[config.mk]
export PLATFORM = sky130hd
export DESIGN_NAME = lbus_microseq
export DESIGN_NICKNAME = d
export VERILOG_FILES = /design/src/rtl/lbseq_pkg.sv /design/src/rtl/lbseq_regs.sv /design/src/rtl/lbseq_ram.sv /design/src/rtl/lbseq_engine.sv /design/src/rtl/lbus_microseq.sv
export SDC_FILE = /design/constraint.sdc
export NUM_CORES = 2
export LEC_CHECK = 0
export ABC_AREA = 0
export BUFFER_PORTS_ARGS = -buffer_cell sky130_fd_sc_hd__buf_2
export CAP_MARGIN = 20
export CORE_ASPECT_RATIO = 0.9
export CORE_MARGIN = 2
export CORE_UTILIZATION = 35
export CTS_BUF_LIST = sky130_fd_sc_hd__clkbuf_16
export CTS_CLUSTER_SIZE = 30
export DETAILED_ROUTE_END_ITERATION = 12
export PLACE_DENSITY = 0.56
export SLEW_MARGIN = 20
export SYNTH_ARGS = -nofsm -noshare
export SYNTH_HDL_FRONTEND = slang
export SYNTH_SLANG_ARGS = --single-unit
[constraint.sdc]
create_clock -name clk -period 8 [get_ports clk]
set_input_delay 0.8 -clock clk [delete_from_list [all_inputs] [get_ports clk]]
set_output_delay 0.8 -clock clk [all_outputs]
set_load 0.01 [all_outputs]
[src/rtl/lbseq_pkg.sv]
// Shared types and field positions for the microcoded bus sequencer.
// Assumes 32-bit microwords; field positions are fixed by the encoding.
package lbseq_pkg;

    localparam int WORD_W = 32;

    // Mode register operation codes
    typedef enum logic [1:0] {
        OP_NORMAL = 2'b00,
        OP_LOAD   = 2'b01,
        OP_FETCH  = 2'b10,
        OP_RUN    = 2'b11
    } op_e;

    // Mode register field positions
    localparam int MODE_OP_LSB = 28;
    localparam int MODE_RL_LSB = 14;
    localparam int MODE_WL_LSB = 10;
    localparam int MODE_AD_LSB = 0;

    // Microword field positions
    localparam int MW_CS_LSB   = 28;
    localparam int MW_WE_LSB   = 24;
    localparam int MW_OE_LSB   = 16;
    localparam int MW_WAEN_BIT = 12;
    localparam int MW_REP_LSB  = 8;
    localparam int MW_LOOP_BIT = 7;
    localparam int MW_TA_BIT   = 2;
    localparam int MW_LAST_BIT = 0;

    // Idle filler: every strobe negated, end flag set
    localparam logic [WORD_W-1:0] IDLE_WORD = 32'hFF03_0001;

    typedef struct packed {
        logic [3:0] cs_n;
        logic [3:0] we_n;
        logic [1:0] oe_n;
        logic       waen;
        logic [1:0] rep;
        logic       loop_m;
        logic       ta;
        logic       last;
    } uword_t;

    function automatic uword_t decode_word(input logic [WORD_W-1:0] w);
        uword_t d;
        d.cs_n   = w[MW_CS_LSB +: 4];
        d.we_n   = w[MW_WE_LSB +: 4];
        d.oe_n   = w[MW_OE_LSB +: 2];
        d.waen   = w[MW_WAEN_BIT];
        d.rep    = w[MW_REP_LSB +: 2];
        d.loop_m = w[MW_LOOP_BIT];
        d.ta     = w[MW_TA_BIT];
        d.last   = w[MW_LAST_BIT];
        return d;
    endfunction

endpackage

[src/rtl/lbseq_regs.sv]
// Host-visible mode and data registers.
// Assumes one register write per clock; a mode write takes priority over
// the address auto-increment, and a data write over a store fetch.
module lbseq_regs
    import lbseq_pkg::*;
#(
    parameter int AW = 6,
    parameter int LW = 4
) (
    input  logic              clk,
    input  logic              rst_n,
    input  logic              reg_wr,
    input  logic              reg_sel,
    input  logic [WORD_W-1:0] reg_wdata,
    input  logic              addr_step,
    input  logic              data_load,
    input  logic [WORD_W-1:0] data_in,
    output op_e               op,
    output logic [LW-1:0]     rd_loop,
    output logic [LW-1:0]     wr_loop,
    output logic [AW-1:0]     addr,
    output logic [WORD_W-1:0] data,
    output logic [WORD_W-1:0] rdata
);

    logic [1:0]        op_q;
    logic [WORD_W-1:0] mode_img;
    logic              mode_wr;
    logic              unused_wbits;

    assign mode_wr = reg_wr && !reg_sel;

    // Mode register: host write or address step after a store access
    always_ff @(posedge clk) begin
        if (!rst_n) begin
            op_q    <= 2'b00;
            rd_loop <= '0;
            wr_loop <= '0;
            addr    <= '0;
        end else if (mode_wr) begin
            op_q    <= reg_wdata[MODE_OP_LSB +: 2];
            rd_loop <= reg_wdata[MODE_RL_LSB +: LW];
            wr_loop <= reg_wdata[MODE_WL_LSB +: LW];
            addr    <= reg_wdata[MODE_AD_LSB +: AW];
        end else if (addr_step) begin
            addr <= addr + AW'(1);
        end
    end

    // Data register: host write or word fetched from the store
    always_ff @(posedge clk) begin
        if (!rst_n) begin
            data <= '0;
        end else if (reg_wr && reg_sel) begin
            data <= reg_wdata;
        end else if (data_load) begin
            data <= data_in;
        end
    end

    // Read-back image of the mode register, undefined bits zero
    always_comb begin
        mode_img = '0;
        mode_img[MODE_OP_LSB +: 2]  = op_q;
        mode_img[MODE_RL_LSB +: LW] = rd_loop;
        mode_img[MODE_WL_LSB +: LW] = wr_loop;
        mode_img[MODE_AD_LSB +: AW] = addr;
    end

    assign op           = op_e'(op_q);
    assign rdata        = reg_sel ? data : mode_img;
    assign unused_wbits = ^{reg_wdata[31:30], reg_wdata[27:18], reg_wdata[9:AW]};

endmodule

[src/rtl/lbseq_ram.sv]
// Pattern store: one write port, three asynchronous read ports.
// Assumes reset loads every entry with the idle filler word.
module lbseq_ram
    import lbseq_pkg::*;
#(
    parameter int AW = 6
) (
    input  logic              clk,
    input  logic              rst_n,
    input  logic              we,
    input  logic [AW-1:0]     waddr,
    input  logic [WORD_W-1:0] wdata,
    input  logic [AW-1:0]     ra_a,
    input  logic [AW-1:0]     ra_b,
    input  logic [AW-1:0]     ra_c,
    output logic [WORD_W-1:0] rd_a,
    output logic [WORD_W-1:0] rd_b,
    output logic [WORD_W-1:0] rd_c
);

    localparam int DEPTH = 1 << AW;

    logic [WORD_W-1:0] mem [DEPTH];

    for (genvar i = 0; i < DEPTH; i++) begin : g_entry
        // Entry i: filler on reset, host data on a matching write
        always_ff @(posedge clk) begin
            if (!rst_n) begin
                mem[i] <= IDLE_WORD;
            end else if (we && waddr == AW'(i)) begin
                mem[i] <= wdata;
            end
        end
    end

    assign rd_a = mem[ra_a];
    assign rd_b = mem[ra_b];
    assign rd_c = mem[ra_c];

endmodule

[src/rtl/lbseq_engine.sv]
// Pattern player: steps through microwords, honours hold counts, wait
// stalls and one loop body, and ends on the word carrying the end flag.
// Assumes cur is the decoded word at pc and nxt_loop is the loop bit of
// the word at pc+1; start is ignored while a pattern plays.
module lbseq_engine
    import lbseq_pkg::*;
#(
    parameter int AW     = 6,
    parameter int LW     = 4,
    parameter int DATA_W = 32
) (
    input  logic              clk,
    input  logic              rst_n,
    input  logic              start,
    input  logic              start_rd,
    input  logic [AW-1:0]     start_pc,
    input  logic [LW-1:0]     loop_cfg,
    input  uword_t            cur,
    input  logic              nxt_loop,
    input  logic              ext_wait,
    input  logic [DATA_W-1:0] ext_din,
    output logic              active,
    output logic [AW-1:0]     pc,
    output logic [1:0]        rep_cnt,
    output logic              done,
    output logic [DATA_W-1:0] rd_data,
    output logic [3:0]        cs_q_n,
    output logic [3:0]        we_q_n,
    output logic [1:0]        oe_h_n,
    output logic              ta
);

    localparam int LCW = LW + 1;
    localparam logic [LCW-1:0] LOOP_MAX = LCW'(1 << LW);

    logic [LCW-1:0] loop_left;
    logic [AW-1:0]  loop_head;
    logic           rd_q;
    logic           stall;
    logic           word_end;
    logic           body_end;
    logic [AW-1:0]  pc_inc;
    logic [LCW-1:0] loop_init;

    assign stall     = cur.waen && ext_wait;
    assign word_end  = active && !stall && (rep_cnt == cur.rep);
    assign body_end  = cur.loop_m && !nxt_loop;
    assign pc_inc    = pc + AW'(1);
    assign loop_init = (loop_cfg == '0) ? LOOP_MAX : {1'b0, loop_cfg};

    // Sequencing state: start, hold count, loop jump, advance, finish
    always_ff @(posedge clk) begin
        if (!rst_n) begin
            active    <= 1'b0;
            pc        <= '0;
            rep_cnt   <= '0;
            loop_left <= '0;
            loop_head <= '0;
            rd_q      <= 1'b0;
        end else if (!active) begin
            if (start) begin
                active    <= 1'b1;
                pc        <= start_pc;
                rep_cnt   <= '0;
                loop_left <= loop_init;
                loop_head <= start_pc;
                rd_q      <= start_rd;
            end
        end else if (!stall) begin
            if (rep_cnt != cur.rep) begin
                rep_cnt <= rep_cnt + 2'd1;
            end else begin
                rep_cnt <= '0;
                if (cur.last) begin
                    active <= 1'b0;
                end else if (body_end && loop_left > LCW'(1)) begin
                    loop_left <= loop_left - LCW'(1);
                    pc        <= loop_head;
                end else begin
                    pc <= pc_inc;
                    if (nxt_loop && !cur.loop_m) begin
                        loop_head <= pc_inc;
                    end
                end
            end
        end
    end

    // Completion pulse and read-data capture on the final clock
    always_ff @(posedge clk) begin
        if (!rst_n) begin
            done    <= 1'b0;
            rd_data <= '0;
        end else begin
            done <= word_end && cur.last;
            if (word_end && cur.last && rd_q) begin
                rd_data <= ext_din;
            end
        end
    end

    // Strobe drive: current word while playing, negated when idle
    always_comb begin
        if (active) begin
            cs_q_n = cur.cs_n;
            we_q_n = cur.we_n;
            oe_h_n = cur.oe_n;
            ta     = cur.ta;
        end else begin
            cs_q_n = 4'hF;
            we_q_n = 4'hF;
            oe_h_n = 2'b11;
            ta     = 1'b0;
        end
    end

endmodule

[src/rtl/lbus_microseq.sv]
// Top of the microcoded local-bus sequencer: registers, pattern store,
// and pattern player, plus the request decode that ties them together.
// Assumes the host leaves the operation unchanged while a pattern plays.
module lbus_microseq
    import lbseq_pkg::*;
#(
    parameter int AW      = 6,
    parameter int LW      = 4,
    parameter int DATA_W  = 32,
    parameter int RD_BASE = 0,
    parameter int WR_BASE = 24
) (
    input  logic              clk,
    input  logic              rst_n,
    input  logic              reg_wr,
    input  logic              reg_sel,
    input  logic [31:0]       reg_wdata,
    output logic [31:0]       reg_rdata,
    input  logic              dev_req,
    input  logic              dev_we,
    input  logic              ext_wait,
    input  logic [DATA_W-1:0] ext_din,
    output logic [3:0]        cs_q_n,
    output logic [3:0]        we_q_n,
    output logic [1:0]        oe_h_n,
    output logic              ta,
    output logic              done,
    output logic [DATA_W-1:0] rd_data
);

    op_e               op_q;
    logic [LW-1:0]     rd_loop;
    logic [LW-1:0]     wr_loop;
    logic [AW-1:0]     addr_q;
    logic [WORD_W-1:0] data_q;
    logic [WORD_W-1:0] word_a;
    logic [WORD_W-1:0] word_b;
    logic [WORD_W-1:0] word_c;
    uword_t            cur_word;
    logic              eng_active;
    logic [AW-1:0]     eng_pc;
    logic [1:0]        eng_rep;
    logic              store_wr;
    logic              store_rd;
    logic              seq_start;
    logic [AW-1:0]     seq_pc;
    logic [LW-1:0]     seq_loop;
    logic              unused_wordb;

    // Request decode per operation
    assign store_wr  = dev_req && (op_q == OP_LOAD);
    assign store_rd  = dev_req && (op_q == OP_FETCH);
    assign seq_start = dev_req && !eng_active && (op_q == OP_NORMAL || op_q == OP_RUN);
    assign seq_pc    = (op_q == OP_RUN) ? addr_q
                     : (dev_we ? AW'(WR_BASE) : AW'(RD_BASE));
    assign seq_loop  = dev_we ? wr_loop : rd_loop;
    assign cur_word  = decode_word(word_a);
    assign unused_wordb = ^{word_b[WORD_W-1:MW_LOOP_BIT+1], word_b[MW_LOOP_BIT-1:0]};

    lbseq_regs #(.AW(AW), .LW(LW)) regs_i (
        .clk       (clk),
        .rst_n     (rst_n),
        .reg_wr    (reg_wr),
        .reg_sel   (reg_sel),
        .reg_wdata (reg_wdata),
        .addr_step (store_wr || store_rd),
        .data_load (store_rd),
        .data_in   (word_c),
        .op        (op_q),
        .rd_loop   (rd_loop),
        .wr_loop   (wr_loop),
        .addr      (addr_q),
        .data      (data_q),
        .rdata     (reg_rdata)
    );

    lbseq_ram #(.AW(AW)) ram_i (
        .clk   (clk),
        .rst_n (rst_n),
        .we    (store_wr),
        .waddr (addr_q),
        .wdata (data_q),
        .ra_a  (eng_pc),
        .ra_b  (eng_pc + AW'(1)),
        .ra_c  (addr_q),
        .rd_a  (word_a),
        .rd_b  (word_b),
        .rd_c  (word_c)
    );

    lbseq_engine #(.AW(AW), .LW(LW), .DATA_W(DATA_W)) eng_i (
        .clk      (clk),
        .rst_n    (rst_n),
        .start    (seq_start),
        .start_rd (!dev_we),
        .start_pc (seq_pc),
        .loop_cfg (seq_loop),
        .cur      (cur_word),
        .nxt_loop (word_b[MW_LOOP_BIT]),
        .ext_wait (ext_wait),
        .ext_din  (ext_din),
        .active   (eng_active),
        .pc       (eng_pc),
        .rep_cnt  (eng_rep),
        .done     (done),
        .rd_data  (rd_data),
        .cs_q_n   (cs_q_n),
        .we_q_n   (we_q_n),
        .oe_h_n   (oe_h_n),
        .ta       (ta)
    );

endmodule

==> Word level (Yosys, flattened, before mapping) <==
Memories as Yosys holds them, arrays and structs flattened. A register that Yosys moved wholly into a read port is not among the register bits.
Index checks and enable logic that the tools add are counted.
{ "totals": {"memories": 1, "mem_bits_rw": 2048, "wordCells": 556, "out_inout_bits": 76, "ff_bits": 102} }
{ "memory_table": {"columns": ["memory", "depth", "width", "rd", "rd_clocked_by_memory_dff", "wr", "line", "rtl"], "rows": [
  ["ram_i.mem", 64, 32, 3, 2, 64, "lbseq_ram.sv:23", "logic [WORD_W-1:0] mem [DEPTH];"]
]} }
{ "op_classes": {"add_sub_neg": 4, "reduce_logical": 97, "eq_ne": 74, "n_lt_le_gt_ge": 1, "muxes": 301, "bitwise_logic": 65} }
{ "op_table": {"columns": ["cell", "count"], "rows": [
  ["32-bit two-way mux", 67],
  ["1-bit two-way mux", 199],
  ["6-bit equality test (second input constant)", 32],
  ["6-bit two-way mux", 19],
  ["6-bit by 5-bit equality test with 1-bit output (second input constant)", 16],
  ["1-bit logical AND", 78],
  ["1-bit bitwise OR", 64],
  ["6-bit by 4-bit equality test with 1-bit output (second input constant)", 8],
  ["5-bit two-way mux", 8],
  ["6-bit by 3-bit equality test with 1-bit output (second input constant)", 4],
  ["6-bit by 1-bit adder with 6-bit output (second input constant)", 2],
  ["6-bit by 2-bit equality test with 1-bit output (second input constant)", 2],
  ["4-bit two-way mux", 3],
  ["2-bit inequality test (second input constant)", 6],
  ["2-bit two-way mux", 5],
  ["6-bit by 1-bit equality test with 1-bit output (second input constant)", 1],
  ["1-bit logical NOT", 6],
  ["6-bit logical NOT", 1],
  ["6-bit AND reduction", 1],
  ["2-bit nonzero test", 3],
  ["5-bit by 1-bit greater-than comparator with 1-bit output (second input constant)", 1],
  ["5-bit AND reduction", 1],
  ["5-bit by 1-bit subtractor with 5-bit output (second input constant)", 1],
  ["2-bit equality test (second input constant)", 2],
  ["other kinds (10)", 12]
]} }

==> Logic depth before layout (Yosys ltp) <==
An unclocked memory read counts as a cell.
{ "depth": {"ltp_word": 12, "depth_mapped": 14, "ltp_nobuf": 10} }

==> Cells and area by module <==
From an unflattened synthesis, not the netlist that was laid out.
{ "unflattened": {"hier_cells": 8673, "area_unflattened_um2": 130770.4} }
{ "modules_own_cells": {"columns": ["mod", "n_inst", "area_per_inst_um2", "seq_area_each_um2", "cells_each"], "rows": [
  ["lbseq_ram", 1, 125688.0, 61499.0, 8074],
  ["lbseq_engine", 1, 2446.1, 1081.0, 309],
  ["lbseq_regs", 1, 2391.0, 960.9, 257],
  ["lbus_microseq", 1, 245.2, 0.0, 33]
]} }

==> Least setup slack after synthesis <==
No wires, ideal clock.
{ "synth_path": {"path_type": "in2reg", "start": "in dev_req", "end": "mem ram_i.mem[49][0], enable pin", "path_slack_ns": 3.797, "setup_time_ns": 0.466, "path_stages": 5, "t_arrival_ns": 3.737, "t_required_ns": 7.534, "cell_sequence": "and3_1 -> clkbuf_1 -> nand2_1 -> clkbuf_1 -> o21ai_0"} }
{ "synth_rtl": {"columns": ["item", "line", "rtl"], "rows": [
  ["start: declaration", "lbus_microseq.sv:19", "input logic dev_req,"],
  ["end: declaration", "lbseq_ram.sv:23", null]
]} }

==> flow_metrics.py <==
metrics = {
    "die": {
        "die_area_mm2": 0.311,
        "die_h_um": 529,
        "top_level_ports": 147,
        "die_x_um": 588,
        "start_util_pct": 35.2,
        "rows": 192,
        "core_area_mm2": 0.305,
    },
    "yosys": {
        "synthCells": 6840,
        "synth-main-ff-cell": "edfxtp_1",
        "synthMuxAreaShare_pct": 21.8,
        "synth_compound_gate_area_share_pct": 1.50,
        "yosysWarnings": 0,
        "ys_types": 79,
        "synth-edff-count": 2048,
        "synth_seq_cells": 2162,
        "ys_seq_area_share_pct": 59.5,
        "async_reset_ff_share_pct": 0,
        "synth_nets": 6921,
        "synthSimpleGateAreaFrac_pct": 13.9,
        "synth_area_mm2": 0.107,
        "synth_top_family_by_area": "multiplexers",
        "synth.avg_cell_area_um2": 15.7,
        "synth_fa_ha_area_share_pct": 0.117,
        "synth-xor-area-share_pct": 0.0735,
    },
    "placement": {
        "place_inst": 10447,
        "hpwlAfterDp_um": 216000,
        "port-buffer-count": 146,
        "place.gp.congestion": 0.912,
        "place_ws_ns": 3.12,
        "dpl_cell_area_mm2": 0.113,
    },
    "worst_setup_path": {
        "path_class": "reg2out",
        "worst_setup_path_end_kind": "output pin",
        "reg2reg_depth": 9,
        "cp_max_fo": 46,
        "crit_required_ns": 7.20,
        "cp-start-kind": "register",
        "crit_arrival_ns": 4.96,
        "r2r_slack_ns": 3.06,
    },
    "route": {
        "detail-route-antenna-nets": 0,
        "avgRoutedWirePerCell_um": 34.4,
        "drt-met1-wl_um": 144000,
        "dr_wl_met3_um": 36500,
        "routed.top_layer": "met5",
        "drt_iter0_drc": 9246,
        "num_vias": 65230,
        "drc": 0,
        "first_pass_iters": 6,
        "viasPerCell": 5.99,
        "wl_um": 375000,
        "dr_wl_met2_um": 176000,
    },
    "finish": {
        "final_area_mm2": 0.120,
        "multi_input_comb_area_mm2": 0.0411,
        "drive_gt1_share_pct": 27.0,
        "seq_area_mm2": 0.0639,
        "mostFrequentLayoutCells": "edfxtp_1, and2_1, mux4_2",
        "fin_cells": 10887,
        "layout_commonest_cell": "edfxtp_1",
        "final_nets": 6691,
        "areaGrowthSynthToFinish_pct": 11.7,
        "n_fill_cell": 27754,
        "post-route-util_pct": 39.4,
    },
    "cts": {
        "cts_made_buffers": 235,
        "postCtsSetupBuffers": 0,
        "cts_tree": "yes",
        "path_clk_slew_ns": 0.06,
        "ctsRootBufferMaster": "clkbuf_16",
        "cts-htree-levels": 4,
        "cts_buffer_depth": 3,
        "cts_resized": 0,
        "cts.sinks": 2162,
        "cts_hold_buffers": 0,
        "clk_latency_ns": 0.90,
    },
    "global_route": {
        "grt_max_degree": 139,
        "grt_pass1_wl_um": 519000,
        "grt_overflow": 0,
        "first_global_vias": 64530,
        "grt_use_total_pct": 23.7,
        "grt_antenna_before_repair": 38,
    },
    "sta": {
        "fin_tns_setup_ns": 0,
        "slew_viol_final": 0,
        "period_share_pct": 72.0,
        "setup_ws_ns": 2.24,
        "worstMarginPinSlew_ns": 1.18,
        "hold_violations": 0,
        "max_slew_margin_pct": 21.6,
        "whs_ns": 0.138,
        "fmax_ghz": 0.174,
        "report.final.setup_viol": 0,
        "finalClockSkew_ns": 0.0873,
        "finalCriticalPeriod_ns": 5.76,
        "rsz0062_at_grt": "no",
    },
    "pwr": {
        "fin_total_pwr_mw": 28.2,
        "powerDensity_mw_per_mm2": 235,
        "vdd_drop_max_mv": 0.202,
        "p_leak_nw": 36.1,
    },
    "min_path": {
        "hold_end": "eng_i.rd_data[19]",
        "hold_path_startpoint": "ext_din[19]",
        "min_path_cells": 3,
        "hold_class": "in2reg",
    },
    "outcome": {
        "status": "complete, no violations",
    },
    "job": {
        "maxCapViolations": 0,
    },
}
[registers in the layout (all words and copies together), names as in the netlist, 4 cells and up, named ones only]
name	count
regs_i.rd_loop	4
regs_i.addr	6
eng_i.pc	6
regs_i.data	32
ram_i.mem	2048
eng_i.rd_data	32
regs_i.wr_loop	4
eng_i.loop_head	6
eng_i.loop_left	5
[synth_stat cells, drive strengths merged, types with 15 or more instances]
library cell | number | area share (%)
a211oi | 20 | 0.15
a21oi | 21 | 0.10
a311oi | 41 | 0.33
and2 | 1366 | 8.0
buf | 130 | 0.69
clkbuf | 688 | 2.4
dfxtp | 114 | 2.1
edfxtp | 2048 | 57
inv | 15 | 0.052
mux2 | 20 | 0.21
mux2i | 60 | 0.56
mux4 | 999 | 21
nand2 | 197 | 0.69
nand2b | 46 | 0.27
nand3 | 52 | 0.25
nor2 | 127 | 0.44
o21ai | 84 | 0.40
or3 | 684 | 4.0
[layer usage]
metal	vias to the layer above	GRT usage, %
li1	25994	-
met1	34622	31.2
met2	3839	38.0
met3	759	5.11
met4	16	10.2
met5	-	0
[worst max-delay path, stage by stage (launching register included)]
cell,delay (ns)
dfxtp_4,0.85
buf_4,0.85
mux4_2,0.60
mux4_2,0.53
mux4_2,0.54
nand2b_1,0.38
buf_2,0.27
[cell type report]
type | count | area share (%)
Clock buffer | 236 | 4.93
Clock inverter | 191 | 1.09
Antenna cell | 13 | 0.0271
Timing Repair Buffer | 352 | 2.06
Tap cell | 4074 | 4.25
Sequential cell | 2162 | 53.3
Inverter | 16 | 0.0501
Multi-Input combinational cell | 3843 | 34.3
[where the power goes]
part	total, mW	internal, mW	switching (mW)
sequential	13.2	12.7	0.517
clock	10.4	5.79	4.63
combinational	4.58	1.72	2.86
total	28.2	20.2	8.00
[worst max path at each step]
stage,from,endpoint,slack (ns),cells past startpoint
2_1_floorplan,dev_req,ram_i.mem[49][0],3.80,5
3_3_place_gp,register,cs_q_n[3],3.10,6
3_5_place_dp,register,cs_q_n[3],3.12,6
4_1_cts,register,cs_q_n[3],2.16,6
5_1_grt,register,cs_q_n[3],2.09,6
6_report,register,cs_q_n[3],2.24,6
[cells by family after synthesis]
group / count (synthesis)
mux: 1079
fa+ha+maj: 10
xor+xnor: 9
buf+inv: 835
compound gates: 229
flops: 2162
simple gates: 2516
Power figures use the tool's default switching activity.
